[config.mk]
export PLATFORM = sky130hd
export DESIGN_NAME = uart_brk_rx
export DESIGN_NICKNAME = d
export VERILOG_FILES = /design/src/rtl/uart_brk_rx.sv
export SDC_FILE = /design/constraint.sdc
export NUM_CORES = 1
export LEC_CHECK = 0
export BUFFER_PORTS_ARGS = -buffer_cell sky130_fd_sc_hd__buf_2
export CELL_PAD_IN_SITES_DETAIL_PLACEMENT = 0
export CELL_PAD_IN_SITES_GLOBAL_PLACEMENT = 1
export CORE_MARGIN = 1.5
export CORE_UTILIZATION = 47
export CTS_CLUSTER_SIZE = 24
export DETAILED_ROUTE_END_ITERATION = 8
export HOLD_SLACK_MARGIN = 0.06
export PLACE_DENSITY_LB_ADDON = 0.1
export RECOVER_POWER = 50
export SLEW_MARGIN = 20
export SYNTH_ARGS = -nofsm -noshare
export SYNTH_HDL_FRONTEND = slang
export SYNTH_SLANG_ARGS = --single-unit
[constraint.sdc]
create_clock -name clk -period 5.4 [get_ports clk]
set_input_delay 0 -clock clk [delete_from_list [all_inputs] [get_ports clk]]
set_output_delay 0 -clock clk [all_outputs]
set_load 0.1 [all_outputs]
[src/rtl/uart_brk_rx.sv]
module uart_brk_rx #(
  parameter int DATA_BITS  = 8,
  parameter int PARITY_EN  = 1,
  parameter int PARITY_ODD = 0,
  parameter int OSR        = 16,
  parameter int END_TICKS  = 2
) (
  input  logic                 clk,
  input  logic                 rst_n,
  input  logic                 tick,
  input  logic                 rxd,
  input  logic                 clr_status,
  output logic [DATA_BITS-1:0] rx_data,
  output logic                 rx_valid,
  output logic                 frame_err,
  output logic                 parity_err,
  output logic                 brk_flag
);
  localparam int CW = $clog2(OSR);
  localparam int IW = $clog2(DATA_BITS + 1);
  localparam logic [CW-1:0] MID_M1 = CW'(OSR / 2 - 1);
  localparam logic [CW-1:0] BIT_M1 = CW'(OSR - 1);
  localparam logic [CW-1:0] END_M1 = CW'(END_TICKS - 1);
  localparam logic [IW-1:0] LAST   = IW'(DATA_BITS - 1);
  localparam logic          ODD    = (PARITY_ODD != 0);
  localparam logic          HASPAR = (PARITY_EN != 0);

  typedef enum logic [2:0] {S_IDLE, S_START, S_DATA, S_PAR, S_STOP, S_BRK} st_t;

  st_t                 state;
  logic [1:0]          sync;
  logic [CW-1:0]       cnt;
  logic [IW-1:0]       idx;
  logic [DATA_BITS-1:0] shreg;
  logic                pbit;

  wire rxd_s    = sync[1];
  wire bit_end  = (cnt == BIT_M1);
  wire perr     = HASPAR && ((^shreg ^ pbit) != ODD);
  wire brk_cand = (shreg == '0) && (!HASPAR || !pbit);

  always_ff @(posedge clk) begin
    if (!rst_n) sync <= 2'b11;
    else        sync <= {sync[0], rxd};
  end

  always_ff @(posedge clk) begin
    if (!rst_n) begin
      state      <= S_IDLE;
      cnt        <= '0;
      idx        <= '0;
      shreg      <= '0;
      pbit       <= 1'b0;
      rx_data    <= '0;
      rx_valid   <= 1'b0;
      frame_err  <= 1'b0;
      parity_err <= 1'b0;
      brk_flag   <= 1'b0;
    end else begin
      rx_valid <= 1'b0;
      if (clr_status) brk_flag <= 1'b0;
      if (tick) begin
        case (state)
          S_IDLE:
            if (!rxd_s) begin
              state <= S_START;
              cnt   <= CW'(1);
            end
          S_START:
            if (cnt == MID_M1) begin
              cnt <= '0;
              idx <= '0;
              state <= rxd_s ? S_IDLE : S_DATA;
            end else cnt <= cnt + 1'b1;
          S_DATA:
            if (bit_end) begin
              cnt   <= '0;
              shreg <= {rxd_s, shreg[DATA_BITS-1:1]};
              idx   <= idx + 1'b1;
              if (idx == LAST) state <= HASPAR ? S_PAR : S_STOP;
            end else cnt <= cnt + 1'b1;
          S_PAR:
            if (bit_end) begin
              cnt   <= '0;
              pbit  <= rxd_s;
              state <= S_STOP;
            end else cnt <= cnt + 1'b1;
          S_STOP:
            if (bit_end) begin
              cnt <= '0;
              if (!rxd_s && brk_cand) begin
                brk_flag   <= 1'b1;
                frame_err  <= 1'b0;
                parity_err <= 1'b0;
                state      <= S_BRK;
              end else begin
                rx_valid   <= 1'b1;
                rx_data    <= shreg;
                frame_err  <= !rxd_s;
                parity_err <= perr;
                state      <= S_IDLE;
              end
            end else cnt <= cnt + 1'b1;
          S_BRK:
            if (!rxd_s) cnt <= '0;
            else if (cnt == END_M1) begin
              cnt      <= '0;
              brk_flag <= 1'b1;
              state    <= S_IDLE;
            end else cnt <= cnt + 1'b1;
          default: state <= S_IDLE;
        endcase
      end
    end
  end

  p_valid_pulse_r1: assert property (@(posedge clk) disable iff (!rst_n)
    rx_valid |=> !rx_valid);

  p_valid_from_stop_r1: assert property (@(posedge clk) disable iff (!rst_n)
    rx_valid |-> $past(state) == S_STOP);

  p_break_no_char_r4: assert property (@(posedge clk) disable iff (!rst_n)
    (tick && state == S_STOP && bit_end && !rxd_s && brk_cand)
      |=> brk_flag && !frame_err && !rx_valid && state == S_BRK);

  p_break_end_r5: assert property (@(posedge clk) disable iff (!rst_n)
    (state == S_BRK && tick && rxd_s && cnt == END_M1) |=> brk_flag && state == S_IDLE);

  p_sticky_r6: assert property (@(posedge clk) disable iff (!rst_n)
    (brk_flag && !clr_status) |=> brk_flag);

  p_clear_r6: assert property (@(posedge clk) disable iff (!rst_n)
    (clr_status && !(tick && (state == S_STOP || state == S_BRK))) |=> !brk_flag);

  p_brk_leaves_frame_r3: assert property (@(posedge clk) disable iff (!rst_n)
    (rx_valid && frame_err) |-> $stable(brk_flag) || $fell(brk_flag));
endmodule

Yosys cells after proc, flatten, opt, wreduce, memory -nomap -nowiden
Cells that the tools add are included.
- reduce and logical (&&, ||, !) cells: 18
- equal/unequal tests: 17
- bitwise operators: 2
- multiplexer cells: 30
- $add $sub $neg: 2
- operators with widths (operator ; count):
    4-bit 2-to-1 mux ; 7
    3-bit 2-to-1 mux ; 9
    3-bit case mux with 6 select lines ; 1
    2-bit inequality test, second input constant ; 8
    4-bit case mux with 4 select lines ; 1
    3-bit AND reduction ; 4
    4-bit AND reduction ; 3
    1-bit 2-to-1 mux ; 9
    9-bit AND reduction ; 1
    4-bit by 1-bit adder with 4-bit output, second input constant ; 2
    4-bit by 3-bit equality test with 1-bit output, second input constant ; 2
    8-bit zero test ; 1
    4-bit case mux with 2 select lines ; 1
    8-bit parity ; 1
    3-bit by 2-bit equality test with 1-bit output, second input constant ; 2
    3-bit equality test, second input constant ; 2
    4-bit by 1-bit equality test with 1-bit output, second input constant ; 1
    4-bit equality test, second input constant ; 1
    4-bit nonzero test ; 1
    3-bit by 1-bit equality test with 1-bit output, second input constant ; 1
    3-bit zero test ; 1
    3-bit OR reduction ; 1
    1-bit logical AND ; 2
    1-bit zero test ; 2
    other kinds (5) ; 5
- bits in registers: 34
- logic and storage cells: 80

Longest topological paths before layout
Gate-level depths: netlist of the first run.
- depth in word-level cells: 7
- depth in mapped cells: 7
- depth with buffers taken out: 7

Least setup slack after synthesis of the first run
Ideal clock, no wire load.
- path kind: flip-flop to flip-flop
- from: register cnt[0]
- to: register rx_data[0]
- arrival: 1.764 ns
- buffers on the path: 1
- setup time: 0.128 ns
- required time: 5.272 ns
- path slack: 3.508 ns
- cell stages (with the launch flop): 8
- cells stage by stage: dfxtp_1 -> ha_1 -> nand4_1 -> or4b_1 -> buf_2 -> nor2_8 -> mux2i_1 -> nor2_1
- longest elaborated chain between the ends: 2
- ends and longest elaborated chain (what ; line ; text):
    start, declared ; 32 ; logic [CW-1:0] cnt;
    start signal, assigned ; 74 ; end else cnt <= cnt + 1'b1;
    start signal, assigned ; 81 ; end else cnt <= cnt + 1'b1;
    start signal, assigned ; 87 ; end else cnt <= cnt + 1'b1;
    4-bit equality test ; 38 ; wire bit_end = (cnt == BIT_M1);
    4-bit AND reduction (no line) ; - ;
    end signal, assigned ; 98 ; rx_data <= shreg;
    end, declared ; 13 ; output logic [DATA_BITS-1:0] rx_data,
No other way between the ends.
A chain may end at the register's enable or synchronous reset.

Worst setup path after layout of the first run
- from: register cnt[0]
- to: register brk_flag
- longest elaborated chain between the ends: 5
- elaborated cells between the ends (all ways): 7
- classes of those cells: eq/ne: 2; mux: 5
- ends and longest elaborated chain (what ; line ; text):
    4-bit by 1-bit equality test with 1-bit output ; 106 ; else if (cnt == END_M1) begin
    1-bit 2-to-1 mux ; 106 ;
    1-bit 2-to-1 mux ; 105 ; if (!rxd_s) cnt <= '0;
    1-bit case mux with 2 select lines * ; 63 ; case (state)
    1-bit 2-to-1 mux * ; 62 ; if (tick) begin
    end signal, assigned ; 58 ; brk_flag <= 1'b0;
    end signal, assigned ; 61 ; if (clr_status) brk_flag <= 1'b0;
    end signal, assigned ; 108 ; brk_flag <= 1'b1;
    end, declared ; 17 ; output logic brk_flag
Every way passes the cells marked *; elsewhere a longest branch is shown, timed or not.

==> results_dict.tcl, run 1 <==
set metrics [dict create \
    outcome "finished, final reports clean" \
    io_pins 17 \
    cts_sinks 34 \
    ff2ff_path_depth 7 \
    die_area_mm2 0.00395 \
    grt_pass1_vias 1316 \
    core_area_mm2 0.00339 \
    yosys.area.top_type "dfxtp_1" \
    grt_setup_unrepaired "false" \
    post-route-period-util_pct 47.4 \
    cts_tree "built" \
    synth_edf_count 0 \
    synthAdderAreaFrac_pct 5.21 \
    irDropWorstVdd_mv 0.176 \
    hold_viol 0 \
    dr_wl_met2_um 1690 \
    intPower_w 0.000309 \
    clockRootBuffer "clkbuf_4" \
    synth_compound_area_share_pct 10.4 \
    vias_per_cell 5.38 \
    cts-buffers-inserted 5 \
    period_minus_slack_ps 2560 \
    fill_cells 347 \
    power_switching_w 0.0000968 \
    power.total_w 0.000406 \
    routed_wl_um 3280 \
    die_y_um 62.8 \
    synth.avg_cell_area_um2 8.62 \
    path_clk_slew_ps 90 \
    comb_power_share_pct 6.2 \
    drt_iter0_markers 102 \
    via_count 1400 \
    synth_seq_area_share_pct 40.5 \
    first_pass_iters 4 \
    place.gp.congestion 0.794 \
    clock_latency_ps 330 \
    grt_pass1_wl_um 5690 \
    end_kind "flip-flop" \
    endpoint "brk_flag" \
    num-nets-final 226 \
    ant_nets 0 \
    fmax_ghz 0.391 \
    tns_ps 0 \
    slew_viol_final 0 \
    row_count 21 \
    start_util_pct 49.6 \
    drive_above_1_share_pct 5.61 \
    drv_cap 0 \
    route.detailed.drc 0 \
    grt_usage_pct 18.0 \
    yosys_warnings 0 \
    synth-simple-area-share_pct 25.6 \
    finClkSkew_ps 2.74 \
    cts_resized 0 \
    grt_max_degree 28 \
    r2r_end "brk_flag" \
    worstPathArrival_ps 2810 \
    synth_cell_type_count 42 \
    yosys-top-cells-count "dfxtp_1, nor2_1, mux2i_1" \
    worst_pin_slew_ps 1180 \
    top_layer_used "met4" \
    antenna_found_initial 0 \
    place_hpwl_um 2340 \
    relSlewSlack_pct 21.5 \
    pwr-share-seq_pct 63.1 \
    wl_met1_um 1410 \
    async_reset_ff_share_pct 0 \
    globalRouteOverflowTotal 0 \
    synthTopCellsByArea "dfxtp_1, mux2i_1, nor2_1, ha_1, nand2_1" \
    antenna_cells 0 \
    powerDensity_mw_per_mm2 218 \
    r2r-start "cnt[0]" \
    syn_inst 195 \
    swShare_pct 23.8 \
    crit_path_start "cnt[0]" \
    required_ps 5650 \
    synth_xor_area_share_pct 2.08 \
    area_growth_pct 10.7 \
    die_x_um 62.8 \
    path_max_fanout 6 \
    cts_buffer_depth 2 \
    critPathKind "flip-flop to flip-flop" \
    wl_per_cell_um 12.6 \
    rrSetupSlack_ps 2840 \
    synth_top_family_by_area "simple AND/OR/NAND/NOR gates" \
    synth_top_area_share_pct 40.5 \
    synth.mux.area_fraction_pct 10.7 \
    port_buffers 16 \
    min_path_type "flip-flop to flip-flop" \
    clkPwrFrac_pct 30.7 \
    yosysMostFrequentCell "dfxtp_1" \
    dr_wl_met3_um 126 \
    synth-seq-cells 34 \
    synth_flop_cell "dfxtp_1" \
    syn-num-nets 207 \
    finalSetupViolCount 0 \
    synth_area_mm2 0.00168 \
    p_leak_nw 0.653 \
    ctsHtreeMaxLevel 2 \
    start_kind "flip-flop" \
]
[cells by family after synthesis]
family,count (synthesis)
flip-flops,34
XOR/XNOR,4
AND/OR/NAND/NOR,81
adder cells (fa/ha/maj),7
AO/OA/AOI/OAI,28
multiplexers,18
buffers and inverters,23
[layer usage]
metal	vias to the layer above	global-route usage, %
li1	720	-
met1	652	21.0
met2	23	31.2
met3	5	5.05
met4	0	6.67
met5	-	0
[worst min-delay path by stage]
stage | slack [ps] | to | cells after the start | start
after detailed placement | 190 | sync[0] | 2 | rxd
after CTS | 420 | sync[1] | 1 | sync[0]
after global placement | 190 | sync[0] | 2 | rxd
after floorplan | 70 | sync[1] | 1 | rst_n
after global routing | 430 | sync[1] | 1 | sync[0]
final | 410 | sync[1] | 1 | sync[0]
[worst max-delay path, cell delays in order (launching register included)]
cell and delay, ps:
dfxtp_1 410, ha_1 230, nand4_1 150, or4b_1 710, nor4_1 230, a221oi_1 90, dlygate4sd3_1 580, nor2_1 90
[power by group through the flow]
stage	clock [W]	combinational [W]	sequential [W]
after global placement	0	0.0000220	0.000262
after CTS	0.000131	0.0000250	0.000256
after floorplan	0	0.0000185	0.000260
after detailed placement	0	0.0000223	0.000262
final	0.000125	0.0000250	0.000256
after global routing	0.000142	0.0000280	0.000257
[repair_timing]
action	in CTS	in global routing
hold endpoints to repair	9	0
setup buffers	0	0
endpoints found under the setup margin	0	0
hold buffers	6	0
[cell usage in the layout, fill, tap and decap left out, types with 3 or more instances in the layout]
cell,instances
clkbuf_4,5
nand4_1,3
inv_1,11
nor3_1,9
a21oi_1,9
nand2b_1,3
buf_2,3
nand3_1,6
clkbuf_1,13
nand3b_1,4
dlygate4sd3_1,6
xnor2_1,4
o21ai_1,5
nor2_1,27
dfxtp_1,34
nand2_1,14
mux2i_1,18
ha_1,7
[state kept, by name, indices dropped and copies added, names as in the netlist]
| signal | flops |
|---|---|
| parity_err | 1 |
| sync | 2 |
| rx_data | 8 |
| pbit | 1 |
| frame_err | 1 |
| brk_flag | 1 |
| idx | 4 |
| rx_valid | 1 |
| state | 3 |
| cnt | 4 |
| shreg | 8 |
[per-stage QoR]
step / area, µm² / util (%) / instances / setup WS, ps / hold slack (ps)
finish: 1860 / 54.9 / 260 / 2840 / 415
global route: 1860 / 54.9 / 260 / 2650 / 431
CTS: 1880 / 55.6 / 260 / 2860 / 421
detailed placement: 1780 / 52.4 / 247 / 3080 / 188
global placement: 1780 / 52.4 / 247 / 3090 / 185
floorplan: 1680 / - / 195 / 3510 / 73.0
[layout make-up]
type / instances / area, µm² / area share, %
timing repair buffer: 22 / 124 / 6.65
clock inverter: 2 / 10.0 / 0.538
clock buffer: 5 / 37.5 / 2.02
tap: 46 / 57.6 / 3.09
sequential: 34 / 681 / 36.6
inverter: 13 / 48.8 / 2.62
multi-input combinational: 138 / 903 / 48.5
Note: power is estimated with default switching activity, not from simulation.
==> inputs of run 2 (changes only) <==
--- a/config.mk
+++ b/config.mk
@@ -9,7 +9,7 @@
 export CELL_PAD_IN_SITES_DETAIL_PLACEMENT = 0
 export CELL_PAD_IN_SITES_GLOBAL_PLACEMENT = 1
 export CORE_MARGIN = 1.5
-export CORE_UTILIZATION = 47
+export CORE_UTILIZATION = 39
 export CTS_CLUSTER_SIZE = 24
 export DETAILED_ROUTE_END_ITERATION = 8
 export HOLD_SLACK_MARGIN = 0.06
==> constraint.sdc (replaced) <==
create_clock -name clk -period 2.2 [get_ports clk]
set_input_delay 0 -clock clk [delete_from_list [all_inputs] [get_ports clk]]
set_output_delay 0 -clock clk [all_outputs]
set_load 0.1 [all_outputs]
==> results_dict.tcl, run 2 (same netlist as run 1, synthesis figures left out) <==
set metrics [dict create \
    outcome "finished, final reports clean" \
    final_cell_mix "dfxtp_1, nor2_1, mux2i_1" \
    holdPathStages 1 \
    globalRouteOverflowTotal 0 \
    grt_max_degree 17 \
    first_pass_iters 4 \
    end_kind "flip-flop" \
    required_ps 2370 \
    top_layer_used "met4" \
    area_growth_pct 16.7 \
    wl_met1_um 1840 \
    antenna_cells 0 \
    final_util_pct 48.0 \
    reg.largest.list "rx_data: 8 flops, shreg: 8 flops" \
    num-nets-final 233 \
    clockRootBuffer "clkbuf_8" \
    powerDensity_mw_per_mm2 601 \
    cp_top_family "simple AND/OR/NAND/NOR gates" \
    antenna_found_initial 0 \
    die_y_um 68.7 \
    post_cts_buffers 0 \
    routed_wl_um 3600 \
    r2r-start "cnt[1]" \
    route.detailed.drc 0 \
    path_clk_slew_ps 70 \
    rrSetupSlack_ps 210 \
    period_minus_slack_ps 1990 \
    post-route-period-util_pct 90.5 \
    drv_cap 0 \
    cts_sinks 34 \
    cp_slowest_stage_delay_ps 600 \
    cts_tree "built" \
    row_count 23 \
    worstPathCellList "ha_1 > nand4_1 > or4b_4 > nor2_8 > mux2i_1 > nor2_1" \
    cp_slowest_cell "or4b_4" \
    tns_ps 0 \
    power.total_w 0.00118 \
    min_to "sync[1]" \
    min_path_type "flip-flop to flip-flop" \
    cts_buffer_depth 2 \
    vias_per_cell 5.31 \
    start_kind "flip-flop" \
    r2r_end "rx_data[4]" \
    cts-buffers-inserted 5 \
    place_hpwl_um 2560 \
    irDropWorstVdd_mv 0.379 \
    ctsHtreeMaxLevel 2 \
    finClkSkew_ps 4.43 \
    io_pins 17 \
    hp-start "sync[0]" \
    relSlewSlack_pct 22.3 \
    placed_cell_area_mm2 0.00184 \
    worst_pin_slew_ps 1170 \
    grt_pass1_wl_um 5950 \
    fmax_ghz 0.502 \
    grt_setup_unrepaired "false" \
    final_common_cell "dfxtp_1" \
    die_x_um 68.7 \
    ant_nets 0 \
    slew_viol_final 0 \
    grt_usage_pct 17.7 \
    grt_pass1_vias 1284 \
    clock_latency_ps 290 \
    via_count 1443 \
    worstPathArrival_ps 2160 \
    hold_viol 0 \
    critical_path_buf_inv_count 0 \
    path_max_fanout 8 \
    p_leak_nw 0.706 \
    wl_per_cell_um 13.2 \
    dr_wl_met2_um 1530 \
    critPathKind "flip-flop to flip-flop" \
    die_area_mm2 0.00471 \
    drive_above_1_share_pct 9.46 \
    fin_area_mm2 0.00196 \
    dr_wl_met3_um 151 \
    start_util_pct 41.2 \
    place.gp.congestion 0.838 \
    ff2ff_path_depth 6 \
    port_buffers 16 \
    finalSetupViolCount 0 \
    core_area_mm2 0.00409 \
    drt_iter0_markers 51 \
]
[run 2: what timing repair did]
action                                  in CTS  in global routing
endpoints found under the hold margin        3                  0
hold buffers                                 5                  0
endpoints found under the setup margin       0                  4
resized for setup                            0                  1
[run 2: how the worst max path moves through the flow]
stage | startpoint | to | slack, ps | cells after the start
2_1_floorplan | cnt[0] | rx_data[0] | 310 | 7
5_1_grt | cnt[1] | rx_data[6] | 40 | 6
3_5_place_dp | cnt[1] | rx_data[4] | 130 | 6
6_report | cnt[1] | rx_data[4] | 210 | 6
3_3_place_gp | cnt[1] | rx_data[4] | 200 | 6
4_1_cts | cnt[1] | rx_data[4] | 110 | 6
[run 2: final cells by class]
| cell class | count | area (µm²) |
|---|---|---|
| inverter | 13 | 48.8 |
| clock buffer | 6 | 82.6 |
| fill | 417 | 2120 |
| sequential | 34 | 681 |
| clock inverter | 2 | 12.5 |
| multi-input combinational | 138 | 907 |
| tap | 50 | 62.6 |
| timing repair buffer | 29 | 168 |
[run 2: routing by layer]
layer / vias up / global-route usage, %
met2: 35 / 24.9
met5: - / 0
li1: 732 / -
met3: 8 / 4.71
met4: 0 / 12.0
met1: 668 / 23.3
[run 2: power by group]
part / switching, W / internal, W / total, W / leakage, nW
Clock: 0.000233 / 0.000251 / 0.000484 / 0.0472
Combinational: 0.0000414 / 0.0000276 / 0.0000691 / 0.385
Sequential: 0.00000693 / 0.000620 / 0.000627 / 0.274
Total: 0.000281 / 0.000899 / 0.00118 / 0.706
[run 2: through the flow]
stage                     worst slack, ps  instances  hold slack (ps)
final                                 208        272              416
after detailed placement              134        259              195
after CTS                             109        272              418
after floorplan                       308        195             73.0
after global routing                 37.4        272              443
after global placement                200        259              197
==> inputs of run 3 (changes only) <==
--- a/config.mk
+++ b/config.mk
@@ -9,7 +9,8 @@
 export CELL_PAD_IN_SITES_DETAIL_PLACEMENT = 0
 export CELL_PAD_IN_SITES_GLOBAL_PLACEMENT = 1
 export CORE_MARGIN = 1.5
-export CORE_UTILIZATION = 39
+export CORE_UTILIZATION = 41
+export CTS_BUF_LIST = sky130_fd_sc_hd__clkbuf_4
 export CTS_CLUSTER_SIZE = 24
 export DETAILED_ROUTE_END_ITERATION = 8
 export HOLD_SLACK_MARGIN = 0.06
==> results_dict.tcl, run 3 (same netlist as run 1, synthesis figures left out) <==
set metrics [dict create \
    die_x_um 67.0 \
    fin_ws_ps 119 \
    row_count 23 \
    post_cts_buffers 0 \
    dp_slack_ps 131 \
    powerDensity_mw_per_mm2 596 \
    fin_hold_ws_ps 426 \
    io_pins 17 \
    clock_latency_ps 330 \
    end_kind "flip-flop" \
    port_buffers 16 \
    final_common_cell "dfxtp_1" \
    cts-buffers-inserted 5 \
    num-nets-final 233 \
    ant_nets 0 \
    cp_slowest_cell "or4b_1" \
    die_area_mm2 0.00449 \
    slew_viol_final 0 \
    cts_tree "built" \
    via_count 1444 \
    route.detailed.drc 0 \
    holdPathStages 1 \
    min_path_type "flip-flop to flip-flop" \
    antenna_found_initial 0 \
    p_leak_nw 0.706 \
    path_clk_slew_ps 100 \
    place_hpwl_um 2530 \
    required_ps 2430 \
    final_cell_mix "dfxtp_1, nor2_1, mux2i_1" \
    drv_cap 0 \
    dr_wl_met2_um 1480 \
    worstPathArrival_ps 2310 \
    fill_cells 390 \
    grt_max_degree 22 \
    post-route-period-util_pct 94.6 \
    cp_slowest_stage_delay_ps 680 \
    period_minus_slack_ps 2080 \
    cts_buffer_depth 2 \
    area_growth_pct 16.0 \
    dr_wl_met3_um 171 \
    wl_met1_um 1770 \
    worstPathCellList "ha_1 > nand4_1 > or4b_1 > nor2_8 > mux2i_1 > nor2_1" \
    tns_ps 0 \
    grt_setup_unrepaired "false" \
    ff2ff_path_depth 6 \
    drive_above_1_share_pct 9.46 \
    vias_per_cell 5.31 \
    cp_top_family "simple AND/OR/NAND/NOR gates" \
    crit_cells 6 \
    path_max_fanout 8 \
    critical_path_buf_inv_count 0 \
    top_layer_used "met4" \
    die_y_um 67.0 \
    routed_wl_um 3470 \
    finClkSkew_ps 5.81 \
    fin_area_mm2 0.00195 \
    grt_pass1_wl_um 6090 \
    start_util_pct 42.3 \
    start_kind "flip-flop" \
    fmax_ghz 0.481 \
    outcome "finished, final reports clean" \
    hold_viol 0 \
    antenna_cells 0 \
    ctsHtreeMaxLevel 2 \
    place.gp.congestion 0.814 \
    grt_usage_pct 17.8 \
    clockRootBuffer "clkbuf_4" \
    core_area_mm2 0.00397 \
    first_pass_iters 4 \
    drt_iter0_markers 91 \
    cts_sinks 34 \
    reg.largest.list "rx_data: 8 flops, shreg: 8 flops" \
    relSlewSlack_pct 22.1 \
    finalSetupViolCount 0 \
    globalRouteOverflowTotal 0 \
    critPathKind "flip-flop to flip-flop" \
    placed_cell_area_mm2 0.00184 \
    grt_pass1_vias 1317 \
    worst_pin_slew_ps 1170 \
    irDropWorstVdd_mv 0.267 \
    wl_per_cell_um 12.7 \
]
[run 3: cell types whose count changed in the layout (fill, tap and decap cells not counted), sizes merged]
| cell | previous run | this run |
|---|---|---|
| bufinv | 0 | 1 |
| clkbuf | 21 | 22 |
| clkinv | 2 | 1 |
| clkinvlp | 1 | 0 |
[run 3: timing repair]
action	in CTS	in global routing
hold endpoints to repair	9	0
resized for setup	0	0
hold buffers	5	0
[run 3: final timing paths]
kind,endpoint,from,slack [ps]
max,rx_data[1],cnt[1],120
min,sync[1],sync[0],430
max reg2reg,rx_data[1],cnt[1],120
min reg2reg,sync[1],sync[0],430
[run 3: final cells by class]
| cell class | instances | area (µm²) | share of cell area (%) |
|---|---|---|---|
| repair buffers | 29 | 168 | 8.60 |
| flip-flops and latches | 34 | 681 | 34.9 |
| clock buffers | 7 | 52.6 | 2.69 |
| inverters | 13 | 48.8 | 2.50 |
| well taps | 50 | 62.6 | 3.21 |
| multi-input cells | 138 | 908 | 46.6 |
| clock inverters | 1 | 30.0 | 1.54 |
[run 3: metal layers]
layer / track usage, % / vias up
met5: 0 / -
met4: 5.61 / 0
met3: 5.91 / 6
met2: 25.7 / 36
met1: 24.7 / 675
li1: - / 727
[run 3: power breakdown]
group | internal, W | switching, W | total [W]
Combinational | 0.0000280 | 0.0000409 | 0.0000688
Sequential | 0.000620 | 0.00000679 | 0.000627
Clock | 0.000266 | 0.000202 | 0.000467
[run 3: through the flow]
| step | util (%) | total power, W | instances |
|---|---|---|---|
| floorplan | - | 0.000683 | 195 |
| global placement | 46.3 | 0.000704 | 259 |
| detailed placement | 46.3 | 0.000705 | 259 |
| CTS | 49.7 | 0.00118 | 272 |
| global route | 49.1 | 0.00122 | 272 |
| finish | 49.1 | 0.00116 | 272 |
